File: src/rtl/radix_sub_pkg.sv
package radix_sub_pkg;
  localparam int unsigned DATA_W = 4;
  localparam int unsigned ADDR_W = 16;
  localparam int unsigned EXT_W = 8;
  localparam int unsigned OPC_W = 13;

  // opcode layout
  localparam int unsigned FAM_LSB = 6;
  localparam int unsigned FAM_W = OPC_W - FAM_LSB;
  localparam logic [FAM_W-1:0] FAM_CODE = 7'b1110011;
  localparam int unsigned IDX_SEL_BIT = 5;
  localparam int unsigned POST_INC_BIT = 4;

  // extension pages
  localparam int unsigned PAGE_W = ADDR_W - EXT_W;
  localparam logic [PAGE_W-1:0] X_PAGE = '0;
  localparam logic [PAGE_W-1:0] Y_PAGE = '1;

  localparam int unsigned IDX_CNT = 2;

  typedef enum logic [1:0] {
    ST_IDLE = 2'd0,
    ST_ADDR = 2'd1,
    ST_DATA = 2'd2
  } seqState_t;

  typedef struct packed {
    logic addrPhase;
    logic commit;
  } ctrlStrb_t;

  typedef struct packed {
    logic useY;
    logic postInc;
    logic [DATA_W-1:0] radixCode;
  } opFields_t;
endpackage

File: src/rtl/radix_sub_ctrl.sv
module radix_sub_ctrl
  import radix_sub_pkg::*;
(
  input  logic             clk,
  input  logic             rstN,
  input  logic             issue,
  input  logic [OPC_W-1:0] opcode,
  output ctrlStrb_t        strb,
  output opFields_t        opQ,
  output logic             busy
);
  seqState_t stQ, stD;
  logic famMatch;
  logic accept;
  opFields_t opDecoded;

  assign famMatch = (opcode[OPC_W-1:FAM_LSB] == FAM_CODE);
  assign accept = issue && (stQ == ST_IDLE) && famMatch;

  assign opDecoded.useY = opcode[IDX_SEL_BIT];
  assign opDecoded.postInc = opcode[POST_INC_BIT];
  assign opDecoded.radixCode = opcode[DATA_W-1:0];

  always_comb begin
    stD = stQ;
    case (stQ)
      ST_IDLE: stD = accept ? ST_ADDR : ST_IDLE;
      ST_ADDR: stD = ST_DATA;
      ST_DATA: stD = ST_IDLE;
      default: stD = ST_IDLE;
    endcase
  end

  always_ff @(posedge clk) begin
    if (!rstN) begin
      stQ <= ST_IDLE;
      opQ <= '0;
    end else begin
      stQ <= stD;
      if (accept) opQ <= opDecoded;
    end
  end

  assign strb.addrPhase = (stQ == ST_ADDR);
  assign strb.commit = (stQ == ST_DATA);
  assign busy = (stQ != ST_IDLE);

  // the address cycle is always followed by exactly one commit cycle
  assert_single_read_R2: assert property (@(posedge clk) disable iff (!rstN)
    strb.addrPhase |=> (strb.commit && !strb.addrPhase));

  // an address cycle only follows an accepted issue
  assert_read_after_issue_R2: assert property (@(posedge clk) disable iff (!rstN)
    strb.addrPhase |-> $past(accept));

  // a non-family opcode leaves the sequencer idle
  assert_decode_R1: assert property (@(posedge clk) disable iff (!rstN)
    ((stQ == ST_IDLE) && !famMatch) |=> (stQ == ST_IDLE));

  // the latched instruction is not replaced while in flight
  assert_op_held_R12: assert property (@(posedge clk) disable iff (!rstN)
    strb.addrPhase |=> $stable(opQ));
endmodule

File: src/rtl/radix_sub_alu.sv
module radix_sub_alu
  import radix_sub_pkg::*;
(
  input  logic [DATA_W-1:0] minuend,
  input  logic [DATA_W-1:0] subtrahend,
  input  logic              borrowIn,
  input  logic [DATA_W-1:0] radixCode,
  output logic [DATA_W-1:0] diff,
  output logic              borrowOut,
  output logic              zero
);
  localparam int unsigned WIDE = DATA_W + 1;

  // the widest negative case (0 - max - 1) is exactly -2**DATA_W, so one
  // extra bit carries the sign
  logic signed [WIDE-1:0] rawDiff;
  logic [DATA_W-1:0] corr;

  assign rawDiff = $signed({1'b0, minuend}) - $signed({1'b0, subtrahend})
                 - $signed({{(WIDE-1){1'b0}}, borrowIn});
  assign borrowOut = rawDiff[WIDE-1];

  // code 0 stands for radix 2**DATA_W, which is 0 modulo the result width,
  // so the raw code is the correction for every radix
  assign corr = borrowOut ? radixCode : '0;
  assign diff = rawDiff[DATA_W-1:0] + corr;
  assign zero = (diff == '0);
endmodule

File: src/rtl/radix_sub_dp.sv
module radix_sub_dp
  import radix_sub_pkg::*;
(
  input  logic              clk,
  input  logic              rstN,
  input  ctrlStrb_t         strb,
  input  opFields_t         opQ,
  input  logic              extLoad,
  input  logic [EXT_W-1:0]  extImm,
  input  logic              loadB,
  input  logic              loadX,
  input  logic              loadY,
  input  logic              loadC,
  input  logic [ADDR_W-1:0] loadData,
  output logic              memRd,
  output logic [ADDR_W-1:0] memAddr,
  input  logic [DATA_W-1:0] memData,
  output logic [DATA_W-1:0] bReg,
  output logic [ADDR_W-1:0] xReg,
  output logic [ADDR_W-1:0] yReg,
  output logic              flagC,
  output logic              flagZ
);
  logic [ADDR_W-1:0] idxQ [IDX_CNT];
  logic [IDX_CNT-1:0] idxLoad;
  logic [EXT_W-1:0] extQ;
  logic extValid;
  logic useExt;
  logic [ADDR_W-1:0] indexAddr;
  logic [ADDR_W-1:0] extAddr;
  logic [DATA_W-1:0] aluDiff;
  logic aluBorrow;
  logic aluZero;

  assign idxLoad = {loadY, loadX};

  for (genvar g = 0; g < IDX_CNT; g++) begin : g_idx
    logic incHere;
    assign incHere = strb.commit && opQ.postInc && (opQ.useY == 1'(g));
    always_ff @(posedge clk) begin
      if (!rstN) idxQ[g] <= '0;
      else if (incHere) idxQ[g] <= idxQ[g] + 1'b1;
      else if (idxLoad[g]) idxQ[g] <= loadData;
    end
  end

  assign xReg = idxQ[0];
  assign yReg = idxQ[1];

  always_ff @(posedge clk) begin
    if (!rstN) begin
      extQ <= '0;
      extValid <= 1'b0;
    end else if (extLoad) begin
      extQ <= extImm;
      extValid <= 1'b1;
    end else if (strb.commit) begin
      extValid <= 1'b0;
    end
  end

  assign useExt = extValid && !opQ.postInc;
  assign indexAddr = opQ.useY ? yReg : xReg;
  assign extAddr = {(opQ.useY ? Y_PAGE : X_PAGE), extQ};
  assign memAddr = useExt ? extAddr : indexAddr;
  assign memRd = strb.addrPhase;

  radix_sub_alu u_alu (
    .minuend   (bReg),
    .subtrahend(memData),
    .borrowIn  (flagC),
    .radixCode (opQ.radixCode),
    .diff      (aluDiff),
    .borrowOut (aluBorrow),
    .zero      (aluZero)
  );

  always_ff @(posedge clk) begin
    if (!rstN) begin
      bReg <= '0;
      flagC <= 1'b0;
      flagZ <= 1'b0;
    end else if (strb.commit) begin
      bReg <= aluDiff;
      flagC <= aluBorrow;
      flagZ <= aluZero;
    end else begin
      if (loadB) bReg <= loadData[DATA_W-1:0];
      if (loadC) flagC <= loadData[0];
    end
  end

  // no borrow when B covers operand plus carry
  assert_no_borrow_R6: assert property (@(posedge clk) disable iff (!rstN)
    (strb.commit && ({1'b0, bReg} >= ({1'b0, memData} + {{DATA_W{1'b0}}, flagC})))
    |=> !flagC);

  // borrow whenever operand plus carry exceeds B
  assert_borrow_R7: assert property (@(posedge clk) disable iff (!rstN)
    (strb.commit && ({1'b0, bReg} < ({1'b0, memData} + {{DATA_W{1'b0}}, flagC})))
    |=> flagC);

  // zero flag tracks the committed B value
  assert_zero_flag_R9: assert property (@(posedge clk) disable iff (!rstN)
    strb.commit |=> (flagZ == (bReg == '0)));

  // post-increment steps X by one with wrap
  assert_inc_wrap_R10: assert property (@(posedge clk) disable iff (!rstN)
    (strb.commit && opQ.postInc && !opQ.useY) |=> (xReg == $past(xReg) + 1'b1));

  // non-stepping forms leave both index registers alone
  assert_index_stable_R11: assert property (@(posedge clk) disable iff (!rstN)
    (strb.commit && !opQ.postInc && !loadX && !loadY) |=> ($stable(xReg) && $stable(yReg)));

  // the extension byte is used at most once
  assert_ext_oneshot_R5: assert property (@(posedge clk) disable iff (!rstN)
    (strb.commit && !extLoad) |=> !extValid);
endmodule

File: src/rtl/radix_sub_unit.sv
module radix_sub_unit
  import radix_sub_pkg::*;
(
  input  logic              clk,
  input  logic              rstN,
  input  logic              issue,
  input  logic [OPC_W-1:0]  opcode,
  output logic              busy,
  input  logic              extLoad,
  input  logic [EXT_W-1:0]  extImm,
  input  logic              loadB,
  input  logic              loadX,
  input  logic              loadY,
  input  logic              loadC,
  input  logic [ADDR_W-1:0] loadData,
  output logic              memRd,
  output logic [ADDR_W-1:0] memAddr,
  input  logic [DATA_W-1:0] memData,
  output logic [DATA_W-1:0] bReg,
  output logic [ADDR_W-1:0] xReg,
  output logic [ADDR_W-1:0] yReg,
  output logic              flagC,
  output logic              flagZ
);
  ctrlStrb_t strb;
  opFields_t opQ;

  radix_sub_ctrl u_ctrl (
    .clk   (clk),
    .rstN  (rstN),
    .issue (issue),
    .opcode(opcode),
    .strb  (strb),
    .opQ   (opQ),
    .busy  (busy)
  );

  radix_sub_dp u_dp (
    .clk     (clk),
    .rstN    (rstN),
    .strb    (strb),
    .opQ     (opQ),
    .extLoad (extLoad),
    .extImm  (extImm),
    .loadB   (loadB),
    .loadX   (loadX),
    .loadY   (loadY),
    .loadC   (loadC),
    .loadData(loadData),
    .memRd   (memRd),
    .memAddr (memAddr),
    .memData (memData),
    .bReg    (bReg),
    .xReg    (xReg),
    .yReg    (yReg),
    .flagC   (flagC),
    .flagZ   (flagZ)
  );
endmodule

File: config.mk
export PLATFORM = sky130hd
export DESIGN_NAME = radix_sub_unit
export DESIGN_NICKNAME = d
export VERILOG_FILES = /design/src/rtl/radix_sub_pkg.sv /design/src/rtl/radix_sub_ctrl.sv /design/src/rtl/radix_sub_alu.sv /design/src/rtl/radix_sub_dp.sv /design/src/rtl/radix_sub_unit.sv
export SDC_FILE = /design/constraint.sdc
export NUM_CORES = 1
export LEC_CHECK = 0
export CORE_MARGIN = 2
export CORE_UTILIZATION = 33
export DETAILED_ROUTE_END_ITERATION = 7
export PLACE_DENSITY = 0.62
export SLEW_MARGIN = 20
export SYNTH_ARGS = -nofsm -noshare
export SYNTH_HDL_FRONTEND = slang
export SYNTH_HIERARCHICAL = 1
export SYNTH_SLANG_ARGS = --single-unit
File: constraint.sdc
create_clock -name clk -period 3.6 [get_ports clk]
set_input_delay 0.54 -clock clk [delete_from_list [all_inputs] [get_ports clk]]
set_output_delay 0.54 -clock clk [all_outputs]
set_load 0.01 [all_outputs]
==> results.md <==
* Worst Tran Pin Value at approximately 1.0 ns
* Tcrit/Tclk final at a little over nine tenths
* Layout cell share with drive strength beyond 1 at 10.0%
* Register area share after synthesis at between 30% and 40%
* IO Count at approximately 110
* Post-route antenna net violation count at 0
* Worst vdd ir at around 0.16 mV
* Largest family of logic cells by synthesized area: simple AND/OR/NAND/NOR gates
* Setup TNS at 0 ns
* Post-synth top area share at roughly a quarter
* Max_cap viols at 0
* H-tree Lvls at 2
* Mux cell area share after synthesis at between 8 and 9%
* Initial core utilization at around a third
* R2R setup slack at approximately 0.4 ns
* Clock Latency Late Sink at 0.31 ns
* Row count at 38
* FF-to-FF End: u_dp/flagZ
* ANT cells at 0
* Seq pwr share at 48.7%
* Proportion of power drawn by combinational gates at roughly a quarter
* Switch share at between 20 and 30%
* Setup crit end: u_dp/flagZ
* P_leak at 1.74 nW
* IO Port Bufs at approximately 100
* Syn Area/Cell at between 9 and 10 sq um
* Kind of start point of the critical path: input pin
* Outcome: complete, no violations
* Core ar. at ~11000 sq um
* Worst-path clk slew at about 0.1 ns
* GRT Overall Usage at 17.4%
* Synth warn at 6
* Storage cell area at ~1400 sq um
* Area delta synth->final at 39.2%
* Synth Area in Adders at about 5.5%
* Skew final at around 0.010 ns
* Slew headroom at 31.0%
* Syn_nets at 449
* CP arrival at roughly 3.8 ns
* WL per Instance at between 15 and 20 microns
* Vias in the first global route at 3139
* DIE AREA at 11800 sq um
* FMAX at between 200 and 300 MHz
* Routed vias at around 3200
* R2R Path Start: u_dp/flagC
* Worst Setup End Kind: flop
* GRT overflow at 0
* Residual DRC at 0
* Yosys cell types at 48
* Clock Path Buffers at 2
* Worst-path maximum fanout at 4
* Largest net degree at the start of global routing at 36
* R2r worst-path depth at 15
* Final WL at 10.6 mm
* Clock Sinks at 55
* Cell count after synthesis at ~390
* Async set-reset flop share out of synthesis at 0%
* Setup Viol. Count Final at 0
* WHS at approximately 0.47 ns
* Synth Cell Area at around 3600 sq um
* Vias per cell at 5.10
* First-pass GRT wire length at 15.8 mm
* Util after Layout at roughly 47%
* DP Wirelength at roughly 7.9 mm
* Crit path kind: in -> reg
* Compound-Gate Fraction of Synth Area at 11.7%
* CTS tree: yes
* Minimum clock period at about 3.5 ns
* Iter 0 DRT Violations at about 150
* Fin. max-slew vios at 0
* Hold Crit Start: u_ctrl/opQ[2]
* Synth Register Bits at between 50 and 60
* Psw at 0.444 mW
* Pwr dens at between 300 and 400 nW/um^2
* Post-synth EDFFs at 32
* Clock power frac at about 26%
* Worst Hold Class: reg -> reg
* Fill cell count at 1056
* CTS Buf Count at 5
* Final hold vios at 0
* Most frequent cells in the layout: clkdlybuf4s50_1 (104), nand2_1 (52), o21ai_0 (36)
* Synth area leader: edfxtp_1
* Synth top area cells: edfxtp_1 (27%), dfxtp_1 (13%), mux2i_1 (8.1%)
* Worst Setup SP: memData[0]
* Total power at 1.57 mW
* Drt pass-1 iters at 4
* Multi-input gate area at about 2100 sq um
* Initial antenna violation count at 0
* Critical path required time at between 3 and 4 ns
* Xor and xnor area share after synthesis at approximately 8.4%
* Most common cell after layout, fill and taps aside: clkdlybuf4s50_1
* Chip width at around 110 microns
* Root Driver: clkbuf_8
* Synth Flop Type: edfxtp_1
* GP Congestion at roughly 0.88
* Simple-gate share of the synthesized area at approximately 22%
* Final net count at roughly 550
* CTS hold repair buffers at 0
* P_int at 1.13 mW
* Die Ht at roughly 110 microns
==> critical path, cell delays in order <==
cell	delay, ns
clkdlybuf4s50_1	0.47
inv_2	0.04
fa_2	0.39
fa_2	0.38
nand2b_4	0.17
a22o_1	0.23
or2_4	0.25
nand2_2	0.08
inv_2	0.05
ha_4	0.20
a21o_1	0.16
a21oi_2	0.12
xnor3_1	0.26
nor4_2	0.22
mux2i_1	0.10
nor2b_1	0.11
==> cell families (layout without fill, tap and decap cells) <==
group,Yosys count,in the layout
AOI/OAI and AO/OA,69,69
DFF,55,55
and+or+nand+nor,147,147
muxes,29,29
buffers and inverters,39,143
adders and majority gates,14,14
xor gates and xnor gates,33,33
==> state kept, by name, summed over array words and instances (netlist names) <==
name / cells
u_dp/idxQ: 32
u_dp/flagC: 1
u_ctrl/stQ: 2
u_ctrl/opQ: 6
u_dp/extValid: 1
u_dp/flagZ: 1
u_dp/bReg: 4
u_dp/extQ: 8
==> layout make-up <==
type	instances	share of cell area [%]
clock inverters	1	0.0999
multi-input cells	292	41.7
clock buffers	7	2.15
well taps	140	3.50
flip-flops and latches	55	28.4
inverters	17	1.27
repair buffers	118	22.9
==> stage by stage <==
stage	setup slack [ns]	instance area [sq um]	std cells
6_report	0.0798	5010	630
5_1_grt	-0.0442	5010	630
4_1_cts	0.0363	4930	628
3_5_place_dp	-0.587	4810	620
3_3_place_gp	-0.528	4810	620
2_1_floorplan	0.0162	3600	386
==> worst min path at each step <==
stage,end,slack (ns),depth (start not counted)
after floorplan,u_ctrl/opQ[0],0.43,2
after global placement,u_ctrl/opQ[2],0.45,2
after detailed placement,u_ctrl/opQ[1],0.46,2
after CTS,u_ctrl/opQ[0],0.48,2
after global routing,u_ctrl/opQ[0],0.49,2
final,u_ctrl/opQ[2],0.47,2
==> synthesized netlist by cell type (5+ instances only) <==
cell and number:
o21ai_1 5, a211oi_1 14, xnor2_1 23, edfxtp_1 32
nand4_1 12, nor3_1 8, nor2_1 21, nand3_1 8
clkbuf_1 14, buf_2 5, ha_1 11, and2_1 9
nor2b_1 12, dfxtp_1 23, o21ai_0 36, nand2_1 53
inv_1 17, xor2_1 9, nor4_2 5, mux2i_1 29
==> power by group through the flow <==
| stage | logic [mW] | clock network, mW | registers [mW] |
|---|---|---|---|
| finish | 0.402 | 0.404 | 0.766 |
| global route | 0.433 | 0.433 | 0.773 |
| CTS | 0.379 | 0.416 | 0.767 |
| detailed placement | 0.373 | 0 | 0.781 |
| global placement | 0.367 | 0 | 0.780 |
| floorplan | 0.169 | 0 | 0.773 |
==> timing repair <==
| action | 4_1_cts | 5_1_grt |
|---|---|---|
| endpoints found under the setup margin | 2 | 3 |
| setup buffers | 0 | 2 |
| pin swaps | 3 | 9 |
| resized for setup | 5 | 10 |
==> per-layer routing <==
metal / global-route usage (%) / up-vias / part of all wire (%)
li1: - / 1566 / -
met1: 21.7 / 1525 / 44
met2: 30.4 / 107 / 48
met3: 3.80 / 13 / 6.2
met4: 4.49 / 0 / 1.3
met5: 0 / - / 0
(Power assumes the default switching activity.)
